File: src/rtl/ps2_rx_pkg.sv
package ps2_rx_pkg;
  localparam int DATA_W  = 8;
  localparam int FRAME_W = DATA_W + 3;
  localparam int LINES   = 2;
  localparam int LINE_CLK  = 0;
  localparam int LINE_DATA = 1;
  typedef logic [DATA_W-1:0]  byte_t;
  typedef logic [FRAME_W-1:0] frame_t;
endpackage

File: src/rtl/ps2_line_filter.sv
module ps2_line_filter #(
  parameter int SYNC_STAGES   = 2,
  parameter int STABLE_CYCLES = 8
) (
  input  logic clk,
  input  logic rst,
  input  logic line_i,
  output logic line_o
);
  localparam int CW = $clog2(STABLE_CYCLES + 1);

  logic [SYNC_STAGES-1:0] sync_q;
  logic [CW-1:0]          hold_cnt;
  logic                   sampled;

  assign sampled = sync_q[SYNC_STAGES-1];

  always_ff @(posedge clk) begin
    if (rst) sync_q <= '1;
    else     sync_q <= {sync_q[SYNC_STAGES-2:0], line_i};
  end

  always_ff @(posedge clk) begin
    if (rst) begin
      hold_cnt <= '0;
      line_o   <= 1'b1;
    end else if (sampled == line_o) begin
      hold_cnt <= '0;
    end else if (hold_cnt == CW'(STABLE_CYCLES - 1)) begin
      hold_cnt <= '0;
      line_o   <= sampled;
    end else begin
      hold_cnt <= hold_cnt + 1'b1;
    end
  end
endmodule

File: src/rtl/ps2_idle_timer.sv
module ps2_idle_timer #(
  parameter int IDLE_CYCLES = 2500
) (
  input  logic clk,
  input  logic rst,
  input  logic line_hi,
  output logic expire_o
);
  localparam int CW = $clog2(IDLE_CYCLES + 1);

  logic [CW-1:0] high_cnt;

  always_ff @(posedge clk) begin
    if (rst || !line_hi)                   high_cnt <= '0;
    else if (high_cnt != CW'(IDLE_CYCLES)) high_cnt <= high_cnt + 1'b1;
  end

  always_ff @(posedge clk) begin
    if (rst) expire_o <= 1'b0;
    else     expire_o <= line_hi && (high_cnt == CW'(IDLE_CYCLES - 1));
  end
endmodule

File: src/rtl/ps2_frame_check.sv
module ps2_frame_check
  import ps2_rx_pkg::*;
(
  input  frame_t frame_i,
  output logic   good_o
);
  logic start_ok, stop_ok, parity_ok;

  assign start_ok  = (frame_i[0] == 1'b0);
  assign stop_ok   = (frame_i[FRAME_W-1] == 1'b1);
  assign parity_ok = ^frame_i[FRAME_W-2:1];
  assign good_o    = start_ok && stop_ok && parity_ok;
endmodule

File: src/rtl/ps2_frame_rx.sv
module ps2_frame_rx
  import ps2_rx_pkg::*;
#(
  parameter int SYNC_STAGES   = 2,
  parameter int STABLE_CYCLES = 8,
  parameter int IDLE_CYCLES   = 2500
) (
  input  logic       clk,
  input  logic       rst,
  input  logic       ps2_clk_i,
  input  logic       ps2_data_i,
  output logic [7:0] code_o,
  output logic       code_valid_o
);
  logic [LINES-1:0] raw_lines;
  logic [LINES-1:0] filt_lines;
  logic             clk_filt, data_filt, clk_filt_q, clk_fall;
  logic             idle_expire, frame_good;
  frame_t           shreg;

  assign raw_lines[LINE_CLK]  = ps2_clk_i;
  assign raw_lines[LINE_DATA] = ps2_data_i;

  for (genvar g = 0; g < LINES; g++) begin : g_filter
    ps2_line_filter #(
      .SYNC_STAGES  (SYNC_STAGES),
      .STABLE_CYCLES(STABLE_CYCLES)
    ) u_filt (
      .clk   (clk),
      .rst   (rst),
      .line_i(raw_lines[g]),
      .line_o(filt_lines[g])
    );
  end

  assign clk_filt  = filt_lines[LINE_CLK];
  assign data_filt = filt_lines[LINE_DATA];

  always_ff @(posedge clk) begin
    if (rst) clk_filt_q <= 1'b1;
    else     clk_filt_q <= clk_filt;
  end
  assign clk_fall = clk_filt_q && !clk_filt;

  ps2_idle_timer #(.IDLE_CYCLES(IDLE_CYCLES)) u_idle (
    .clk     (clk),
    .rst     (rst),
    .line_hi (clk_filt),
    .expire_o(idle_expire)
  );

  ps2_frame_check u_check (
    .frame_i(shreg),
    .good_o (frame_good)
  );

  always_ff @(posedge clk) begin
    if (rst)              shreg <= '1;
    else if (idle_expire) shreg <= '1;
    else if (clk_fall)    shreg <= {data_filt, shreg[FRAME_W-1:1]};
  end

  always_ff @(posedge clk) begin
    if (rst) begin
      code_o       <= '0;
      code_valid_o <= 1'b0;
    end else if (!clk_filt) begin
      code_valid_o <= 1'b0;
    end else if (idle_expire && frame_good) begin
      code_o       <= shreg[DATA_W:1];
      code_valid_o <= 1'b1;
    end
  end
endmodule

File: config.mk
export PLATFORM = sky130hd
export DESIGN_NAME = ps2_frame_rx
export DESIGN_NICKNAME = d
export VERILOG_FILES = /design/src/rtl/ps2_rx_pkg.sv /design/src/rtl/ps2_line_filter.sv /design/src/rtl/ps2_idle_timer.sv /design/src/rtl/ps2_frame_check.sv /design/src/rtl/ps2_frame_rx.sv
export SDC_FILE = /design/constraint.sdc
export NUM_CORES = 1
export LEC_CHECK = 0
export BUFFER_PORTS_ARGS = -buffer_cell sky130_fd_sc_hd__buf_2
export CORE_AREA = 2 2 65 67
export CTS_CLUSTER_SIZE = 8
export DETAILED_ROUTE_END_ITERATION = 6
export DIE_AREA = 0 0 67 69
export PLACE_DENSITY = 0.7
export SLEW_MARGIN = 5
export SYNTH_ARGS = -nofsm -noshare
export SYNTH_HDL_FRONTEND = slang
export SYNTH_SLANG_ARGS = --single-unit
File: constraint.sdc
create_clock -name clk -period 1.8 [get_ports clk]
set_input_delay 0.36 -clock clk [delete_from_list [all_inputs] [get_ports clk]]
set_output_delay 0.36 -clock clk [all_outputs]
set_load 0.005 [all_outputs]
# Word-level counts from Yosys, hierarchy flattened
# Cells that the tools add are included.
dict set report totals {
  ff_bits 48
  latchBits 0
  ram_bits 0
  rom_bits 0
  in_bits 4
  out_inout_bits 9
  wordCells 40
  mem_count 0
}
dict set report op_classes {
  addsub 3
  mul 0
  div 0
  n_lt_le_gt_ge 0
  n_eq_ne 6
  shifts 0
  n_mux 0
  bitwise_logic 4
  reduce_logical 15
}
# cell count
set op_table {}
lappend op_table {{adder 12 x 1 -> 12 bit (second input constant)} 1}
lappend op_table {{equality test 12 bit (second input constant)} 1}
lappend op_table {{!= test 12 bit (second input constant)} 1}
lappend op_table {{XOR reduction 9 bit} 1}
lappend op_table {{adder 4 x 1 -> 4 bit (second input constant)} 2}
lappend op_table {{equality test 4 x 3 -> 1 bit (second input constant)} 2}
lappend op_table {{AND reduction 2 bit} 3}
lappend op_table {{OR reduction 3 bit} 2}
lappend op_table {{logical AND 1 bit} 5}
lappend op_table {{NOT 1 bit} 4}
lappend op_table {{OR reduction 2 bit} 2}
lappend op_table {{equality test 1 bit} 2}
lappend op_table {{logical NOT 1 bit} 1}
lappend op_table {{logical OR 1 bit} 1}

# Logic depth before layout (Yosys ltp)
# Gate-level depths: netlist of run 1.
dict set report logic_depth {
  ltp_word 5
  depth_mapped 6
  ltp_nobuf 6
}

# Cells and area by module
# A second synthesis of run 1 with hierarchy kept.
dict set report unflattened {
  hier_cells 219
  area_unflattened_um2 2139.6
}
# module n_inst cells_each area_per_inst_um2 seq_area_each_um2
set by_module_without_submodules {}
lappend by_module_without_submodules {ps2_frame_rx 1 91 892.1 420.4}
lappend by_module_without_submodules {ps2_idle_timer 1 74 644.4 260.2}
lappend by_module_without_submodules {ps2_line_filter 2 23 252.7 140.1}
lappend by_module_without_submodules {ps2_frame_check 1 8 97.6 0.0}

# Worst setup path before layout of run 1
# OpenSTA, ideal clock, no wires.
dict set report synth_path {
  path_type {register to register}
  from {register shreg[1]}
  to {register code_o[0]}
  setup_time_ps 72
  arrival_time_ps 1613
  required_ps 1728
  slack_ps 115
  stages_incl_launch_ff 5
  n_path_buf 0
  period_less_slack_ps 1685
  path_cell_list {dfxtp_1 -> xor3_1 -> or2_2 -> mux2i_4 -> mux2i_1}
}
dict set report synth_via {
  elab_chain_len 4
}
# item line
set synth_lines {}
lappend synth_lines {{from (decl)} ps2_frame_rx.sv:19} ;# frame_t shreg;
lappend synth_lines {{from (signal assigned)} ps2_frame_rx.sv:60} ;# else if (clk_fall) shreg <= {data_filt, shreg[FRAME_W-1:1]};
lappend synth_lines {{XOR reduction 9 bit} ps2_frame_check.sv:11} ;# assign parity_ok = ^frame_i[FRAME_W-2:1];
lappend synth_lines {{logical AND 1 bit} ps2_frame_check.sv:12} ;# assign good_o = start_ok && stop_ok && parity_ok;
lappend synth_lines {{logical AND 1 bit} ps2_frame_rx.sv:69} ;# end else if (idle_expire && frame_good) begin
lappend synth_lines {{AND reduction 2 bit (no line)} -}
lappend synth_lines {{to (signal assigned)} ps2_frame_rx.sv:70} ;# code_o <= shreg[DATA_W:1];
lappend synth_lines {{to (decl)} ps2_frame_rx.sv:12} ;# output logic [7:0] code_o,
# Parallel ways exist; a longest one is shown, timed or not.
# A chain may end at the register's enable or synchronous reset.

# Worst setup path after layout of run 1
dict set report layout_path {
  from {register shreg[3]}
  to {register code_o[1]}
}
dict set report layout_via {
  elab_chain_len 4
}
# item line
set layout_lines {}
lappend layout_lines {{XOR reduction 9 bit} ps2_frame_check.sv:11}
lappend layout_lines {{logical AND 1 bit} ps2_frame_check.sv:12}
lappend layout_lines {{logical AND 1 bit} ps2_frame_rx.sv:69}
lappend layout_lines {{AND reduction 2 bit (no line)} -}
# No other way between the ends.

==> results of run 1 <==
-- cell usage after synthesis --
cell,instances,area share [%]
a211o_1,2,0.87
a21oi_1,3,0.75
and3b_1,2,0.87
clkbuf_1,6,1.1
dfxtp_1,48,48
ha_1,4,2.5
inv_1,7,1.3
mux2i_1,9,4.5
mux2i_4,1,1.1
nand2_1,28,5.2
nand2b_1,18,5.6
nand3_1,17,4.2
nand4_1,1,0.31
nand4b_1,1,0.44
nor2_1,17,3.2
nor2b_1,3,0.93
nor3_1,7,1.7
nor4_1,2,0.62
nor4_4,1,1.1
o21ai_0,2,0.50
o22ai_1,1,0.31
or2_2,7,2.2
or2b_1,1,0.37
or3_1,6,1.9
or3b_2,1,0.44
or4b_1,1,0.50
xnor2_1,12,5.2
xnor3_2,1,1.2
xor2_1,5,2.2
xor3_1,1,1.2
-- how the worst max path moves through the flow --
| stage | startpoint | endpoint | slack, ns |
|---|---|---|---|
| global placement | u_idle.high_cnt[5]$_SDFFE_PP0P_ | u_idle.high_cnt[1]$_SDFFE_PP0P_ | 0.12 |
| global route | shreg[2]$_SDFFE_PP1P_ | code_o[1]$_SDFFE_PP0P_ | 0.01 |
| CTS | shreg[1]$_SDFFE_PP1P_ | code_o[1]$_SDFFE_PP0P_ | 0.05 |
| floorplan | shreg[1]$_SDFFE_PP1P_ | code_o[0]$_SDFFE_PP0P_ | 0.12 |
| finish | shreg[3]$_SDFFE_PP1P_ | code_o[1]$_SDFFE_PP0P_ | 0.10 |
| detailed placement | shreg[1]$_SDFFE_PP1P_ | code_o[1]$_SDFFE_PP0P_ | 0.07 |
-- cells by family (layout without fill, tap and decap cells) --
family / count (synthesis) / after routing / share of synthesized area [%]
simple gates: 113 / 113 / 29.5
flops: 48 / 48 / 47.8
xor+xnor: 19 / 19 / 9.76
buf+inv: 13 / 34 / 2.43
mux: 10 / 10 / 5.60
compound gates: 8 / 8 / 2.43
fa+ha+maj: 4 / 4 / 2.49
-- critical path: cells and delay by family, from the launching register on --
family,cells,cell delay [ns]
muxes,2,0.35
and+or+nand+nor,1,0.32
buffers and inverters,1,0.15
DFF,1,0.36
xor gates and xnor gates,1,0.45
-- timing repair --
item                       in CTS  in global routing
buffers inserted                0                  2
gates resized for setup         0                  2
setup endpoints to repair       0                  9
-- placed cells by master (no fill, tap or decap), types with 2 or more instances in the layout --
master / count
or3_1: 6
o21ai_0: 2
nor4_1: 2
nand3_1: 17
a211o_1: 2
and3b_1: 2
mux2i_1: 9
nand2b_1: 18
a21oi_1: 3
clkinvlp_4: 2
inv_1: 7
ha_1: 4
nand2_1: 28
dfxtp_1: 47
nor2b_1: 3
xnor2_1: 12
nor3_1: 7
clkbuf_8: 5
buf_2: 12
or2_2: 7
nor2_1: 17
buf_4: 6
xor2_1: 5
-- power groups by stage --
stage          Clock [uW]  Sequential, uW  Combinational (uW)
3_5_place_dp            0            1110                60.8
2_1_floorplan           0            1100                43.4
3_3_place_gp            0            1110                60.4
5_1_grt               699            1080                69.9
6_report              628            1080                60.1
4_1_cts               653            1080                60.9
-- state kept, by name (all words and copies together), names as in the netlist --
signal                    cells
u_idle.high_cnt              12
g_filter.u_filt.sync_q        4
code_o                        8
g_filter.u_filt.line_o        2
shreg                        11
code_valid_o                  1
clk_filt_q                    1
u_idle.expire_o               1
g_filter.u_filt.hold_cnt      8
-- area by class of cell --
class	instances	area [um^2]	area share, %
clock buffers	5	68.8	3.03
multi-input cells	154	1010	44.2
inverters	7	26.3	1.16
repair buffers	19	125	5.50
clock inverters	3	23.8	1.05
flip-flops and latches	48	962	42.3
well taps	50	62.6	2.75
-- through the flow --
stage	cell area, um^2	utilization, %	total power (uW)	hold WS, ns
2_1_floorplan	2010	-	1150	0.389
3_3_place_gp	2160	55.2	1170	0.392
3_5_place_dp	2160	55.2	1170	0.398
4_1_cts	2250	57.6	1790	0.227
5_1_grt	2270	58.1	1850	0.219
6_report	2270	58.1	1770	0.236
-- routing by layer --
layer / global-route usage [%] / vias to the layer above / wire, um
met5: 0 / - / 0
met3: 3.43 / 4 / 104
met1: 20.2 / 650 / 1600
li1: - / 751 / -
met4: 6.58 / 0 / 29
met2: 22.3 / 22 / 1430
==> summary.txt, run 1 <==
Run status
  – Status: completed

Pwr
  – Internal power: 1380 uW
  – Logic pwr share: under 10%
  – Share of power burned in the clock network: between 30 and 40%
  – Seq pwr share: 61.1%
  – Net Sw Power: roughly 390 uW
  – Max VDD drop: 0.000556 V
  – Leakage: 0.000905 uW
  – Power Dens Cells: 778 nW/um^2
  – Net Sw Frac: 22.2%

Setup path
  – Critical-path maximum fanout: 8
  – Register-to-Register Path Depth: 5
  – RR Endpoint: code_o[1]$_SDFFE_PP0P_
  – Critical path class: reg2reg
  – Worst r2r src: shreg[3]$_SDFFE_PP1P_
  – CP max stage delay: 0.45 ns
  – Worst Path Required: slightly above 2 ns
  – Crit-path cells: xor3_1, or2_2, mux2i_4, buf_12, mux2i_1
  – Reg-to-reg slack, setup: 0.10 ns
  – Worst path arrival time: 1.93 ns
  – Crit end category: register
  – Crit path max-delay cell type: xor3_1
  – Startpoint types: register

Clock network
  – Clock latency on the worst-skew pair: 0.30 ns
  – CTS H-tree lvls: 2
  – Clk sinks: 48
  – Clk buf depth: 2
  – Clock-pin slew on the worst setup and hold paths: 0.09 ns
  – CTS tree: built
  – Hold Buf Count CTS: 0
  – Total CTS buffers: 5
  – Root Buffer: clkbuf_8

Detailed routing
  – Vias/cell: roughly 5.0
  – Detailed-route via count: 1,427
  – Post-route DRC: 0
  – DR WL/cell: 11.1 um
  – Pre-antenna DRT Iters: 4
  – DR iter-0 viols: 74
  – Antenna Nets Post-Route: 0
  – Final wirelength: 3.16 mm

Timing
  – Max-slew violations: 0
  – Final period utilization: 94.2%
  – Fin Clk Skew: 0.00953 ns
  – Peak Freq: 590 MHz
  – RSZ-0062 raised after global routing: false
  – Setup Total Neg Slack: 0 ns
  – Final setup margin: between 0.1 and 0.15 ns
  – Slew at the pin with the worst max-slew slack: 0.422 ns
  – Final min period: 1.70 ns
  – Worst slew margin: 71.9%
  – Count of final setup violators: 0
  – Final Hold Viols: 0

Finish
  – Antenna fix cells: 0
  – Nets: 243
  – Filler cells: between 300 and 400
  – Finished Layout Cells: around 290
  – Area delta synth->final: 13.1%
  – Layout cell share with drive strength beyond 1: approximately 17%

Logic synthesis
  – Sequential element share of the synthesized area: 47.8%
  – Syn nets: between 200 and 250
  – Gate Count Post-Synth: 215
  – Synth Area per Inst: 9.36 um^2
  – Distinct cells, synth: 30
  – Yosys reg bits: 48
  – Synth Cell Area: 2010 um^2
  – Yosys warning total: 0

Floorplanning
  – Initial Util: 51.4%
  – Row cnt: 23
  – I/O pin count: 13
  – Core area: 3910 um^2
  – Chip height: 69 um
  – Die width: around 67 um
  – Die ar.: 4620 um^2

Hold path
  – Hold_sp: ps2_clk_i
  – Hold path endpoint: g_filter[0].u_filt.sync_q[0]$_SDFF_PP1_
  – Worst hold path stage count: 2
  – Worst hold path class: in2reg

Placement
  – RePlAce Congestion: 0.746
  – Final HPWL DP: 2.17 mm
  – Buffers on Ports: 12
  – Dpl cells: 276
  – Place WS: between 0.07 and 0.08 ns

Global route
  – Largest net degree at the start of global routing: 27
  – Global route overflow: 0
  – GRT Overall Usage: between 10% and 20%
  – Initial antenna violation count: 0
  – First-pass GRT wire length: 5.41 mm
  – Vias in the first global route: 1,303

Flow run
  – Total of max-cap violations: 0
(Power assumes the default switching activity.)
==> run 2: changes to the inputs <==
--- a/config.mk
+++ b/config.mk
@@ -10,7 +10,7 @@
 export CTS_CLUSTER_SIZE = 8
 export DETAILED_ROUTE_END_ITERATION = 6
 export DIE_AREA = 0 0 67 69
-export PLACE_DENSITY = 0.7
+export PLACE_DENSITY = 0.72
 export SLEW_MARGIN = 5
 export SYNTH_ARGS = -nofsm -noshare
 export SYNTH_HDL_FRONTEND = slang
==> summary.txt, run 2 (synthesis gave the netlist of run 1 again) <==
Timing
  – Final setup margin: around 0.10 ns
  – Peak Freq: 588 MHz
  – Count of final setup violators: 0
  – Fin Clk Skew: 0.00955 ns
  – RSZ-0062 raised after global routing: false
  – Final period utilization: 94.4%
  – Final min period: ~1.7 ns
  – Worst slew margin: 72.0%
  – Final Hold Viols: 0
  – Max-slew violations: 0
  – Slew at the pin with the worst max-slew slack: 0.417 ns

Clock network
  – CTS H-tree lvls: 2
  – Total CTS buffers: 5
  – Hold Buf Count CTS: 0
  – Clock latency on the worst-skew pair: 0.30 ns
  – CTS tree: built
  – Clk buf depth: 2
  – Clock-pin slew on the worst setup and hold paths: 0.09 ns
  – Clk sinks: 48
  – Root Buffer: clkbuf_8

Setup path
  – Startpoint types: register
  – Worst Path Required: a little over 2 ns
  – Critical-path maximum fanout: 8
  – Critical path class: reg2reg
  – Crit end category: register
  – Worst r2r src: shreg[3]$_SDFFE_PP1P_
  – Register-to-Register Path Depth: 5
  – Worst path arrival time: 1.92 ns
  – RR Endpoint: code_o[0]$_SDFFE_PP0P_
  – Reg-to-reg slack, setup: approximately 0.10 ns

Global route
  – GRT Overall Usage: 15.1%
  – Vias in the first global route: approximately 1,200
  – Largest net degree at the start of global routing: 27
  – Global route overflow: 0
  – First-pass GRT wire length: 5.42 mm
  – Initial antenna violation count: 0

Floorplanning
  – Die ar.: 4620 um^2
  – Die width: between 60 and 70 um
  – Chip height: 69 um
  – Initial Util: 51.4%
  – I/O pin count: 13
  – Core area: 3910 um^2
  – Row cnt: 23

Pwr
  – Leakage: 0.000905 uW
  – Max VDD drop: slightly above 0.0004 V
  – Overall power: around 1800 uW
  – Power Dens Cells: between 700 and 800 nW/um^2

Placement
  – Final HPWL DP: 2.22 mm
  – Buffers on Ports: 12
  – RePlAce Congestion: 0.789
  – Place WS: -0.0198 ns
  – Area after DPL: 2150 um^2

Finish
  – Commonest non-fill, non-tap cell in the layout: dfxtp_1
  – Nets: between 200 and 250
  – Top flop regs: u_idle.high_cnt: 12 flops, shreg: 11 flops
  – Number of flip-flops under the largest register name: 12
  – Area delta synth->final: 12.9%
  – Top reg by flops: u_idle.high_cnt
  – Layout cell share with drive strength beyond 1: 16.1%
  – Antenna fix cells: 0
  – Register area: 962 um^2
  – Commonest non-fill, non-tap cells in the layout: dfxtp_1 (47), nand2_1 (28), nand2b_1 (18), nor2_1 (17), nand3_1 (17)
  – Final Cell Area: ~2300 um^2
  – Multi-input gate area in the final layout: 1000 um^2
  – Filler cells: 370
  – Fin util: 58.1%

Detailed routing
  – Post-route DRC: 0
  – Antenna Nets Post-Route: 0
  – DR WL/cell: 11.1 um
  – Final wirelength: approximately 3.2 mm
  – Pre-antenna DRT Iters: 4
  – Detailed-route via count: between 1,000 and 1,500
  – Vias/cell: roughly 4.9
  – DR iter-0 viols: 100

Run status
  – Status: completed

Hold path
  – Worst hold path class: in2reg
  – Hold_sp: ps2_data_i
  – Hold path endpoint: g_filter[1].u_filt.sync_q[0]$_SDFF_PP1_
  – Worst hold path stage count: 2

Flow run
  – Total of max-cap violations: 0
-- run 2: stage by stage --
stage	std cells	hold slack, ns	setup TNS [ns]
floorplan	215	0.389	0
global placement	276	0.392	0
detailed placement	276	0.398	-0.0259
CTS	285	0.234	0
global route	286	0.235	0
finish	286	0.241	0
-- run 2: repair_timing --
| action | 4_1_cts | 5_1_grt |
|---|---|---|
| pin swaps | 0 | 2 |
| gates resized for setup | 0 | 1 |
| setup endpoints to repair | 8 | 5 |
| endpoints found under the hold margin | 0 | 0 |
| buffers inserted | 1 | 1 |
-- run 2: layout make-up --
cell class                 instances  share of cell area [%]
clock buffer                       7                    3.80
clock inverter                     1                   0.330
inverter                           7                    1.16
multi-input combinational        154                    44.1
sequential                        48                    42.3
tap                               50                    2.75
timing repair buffer              19                    5.51
-- run 2: critical path, stage by stage, from the launching register on --
cell and delay, ns:
dfxtp_2 0.36, xor3_1 0.43, or2_2 0.31, mux2i_4 0.17, buf_12 0.16, mux2i_1 0.20
-- run 2: worst max path at each step --
stage	endpoint	startpoint	cells after the start	slack (ns)
final	code_o[0]$_SDFFE_PP0P_	shreg[3]$_SDFFE_PP1P_	5	0.10
after global routing	code_o[2]$_SDFFE_PP0P_	shreg[5]$_SDFFE_PP1P_	5	0.01
after CTS	code_o[0]$_SDFFE_PP0P_	shreg[1]$_SDFFE_PP1P_	5	0.06
after detailed placement	code_o[0]$_SDFFE_PP0P_	shreg[1]$_SDFFE_PP1P_	4	-0.02
after global placement	code_o[3]$_SDFFE_PP0P_	shreg[1]$_SDFFE_PP1P_	4	0.07
after floorplan	code_o[0]$_SDFFE_PP0P_	shreg[1]$_SDFFE_PP1P_	4	0.12
-- run 2: report_power, final --
| group | internal (uW) | switching [uW] | total [uW] |
|---|---|---|---|
| logic | 28.2 | 31.1 | 59.3 |
| clock network | 312 | 336 | 648 |
| registers | 1070 | 8.46 | 1080 |
| total | 1410 | 376 | 1790 |
-- run 2: layer usage --
layer,vias up,part of all wire (%),track usage [%]
met2,17,45,22.7
met4,0,1.5,6.80
met1,635,50,20.3
met5,-,0,0
li1,750,-,-
met3,4,3.1,3.92
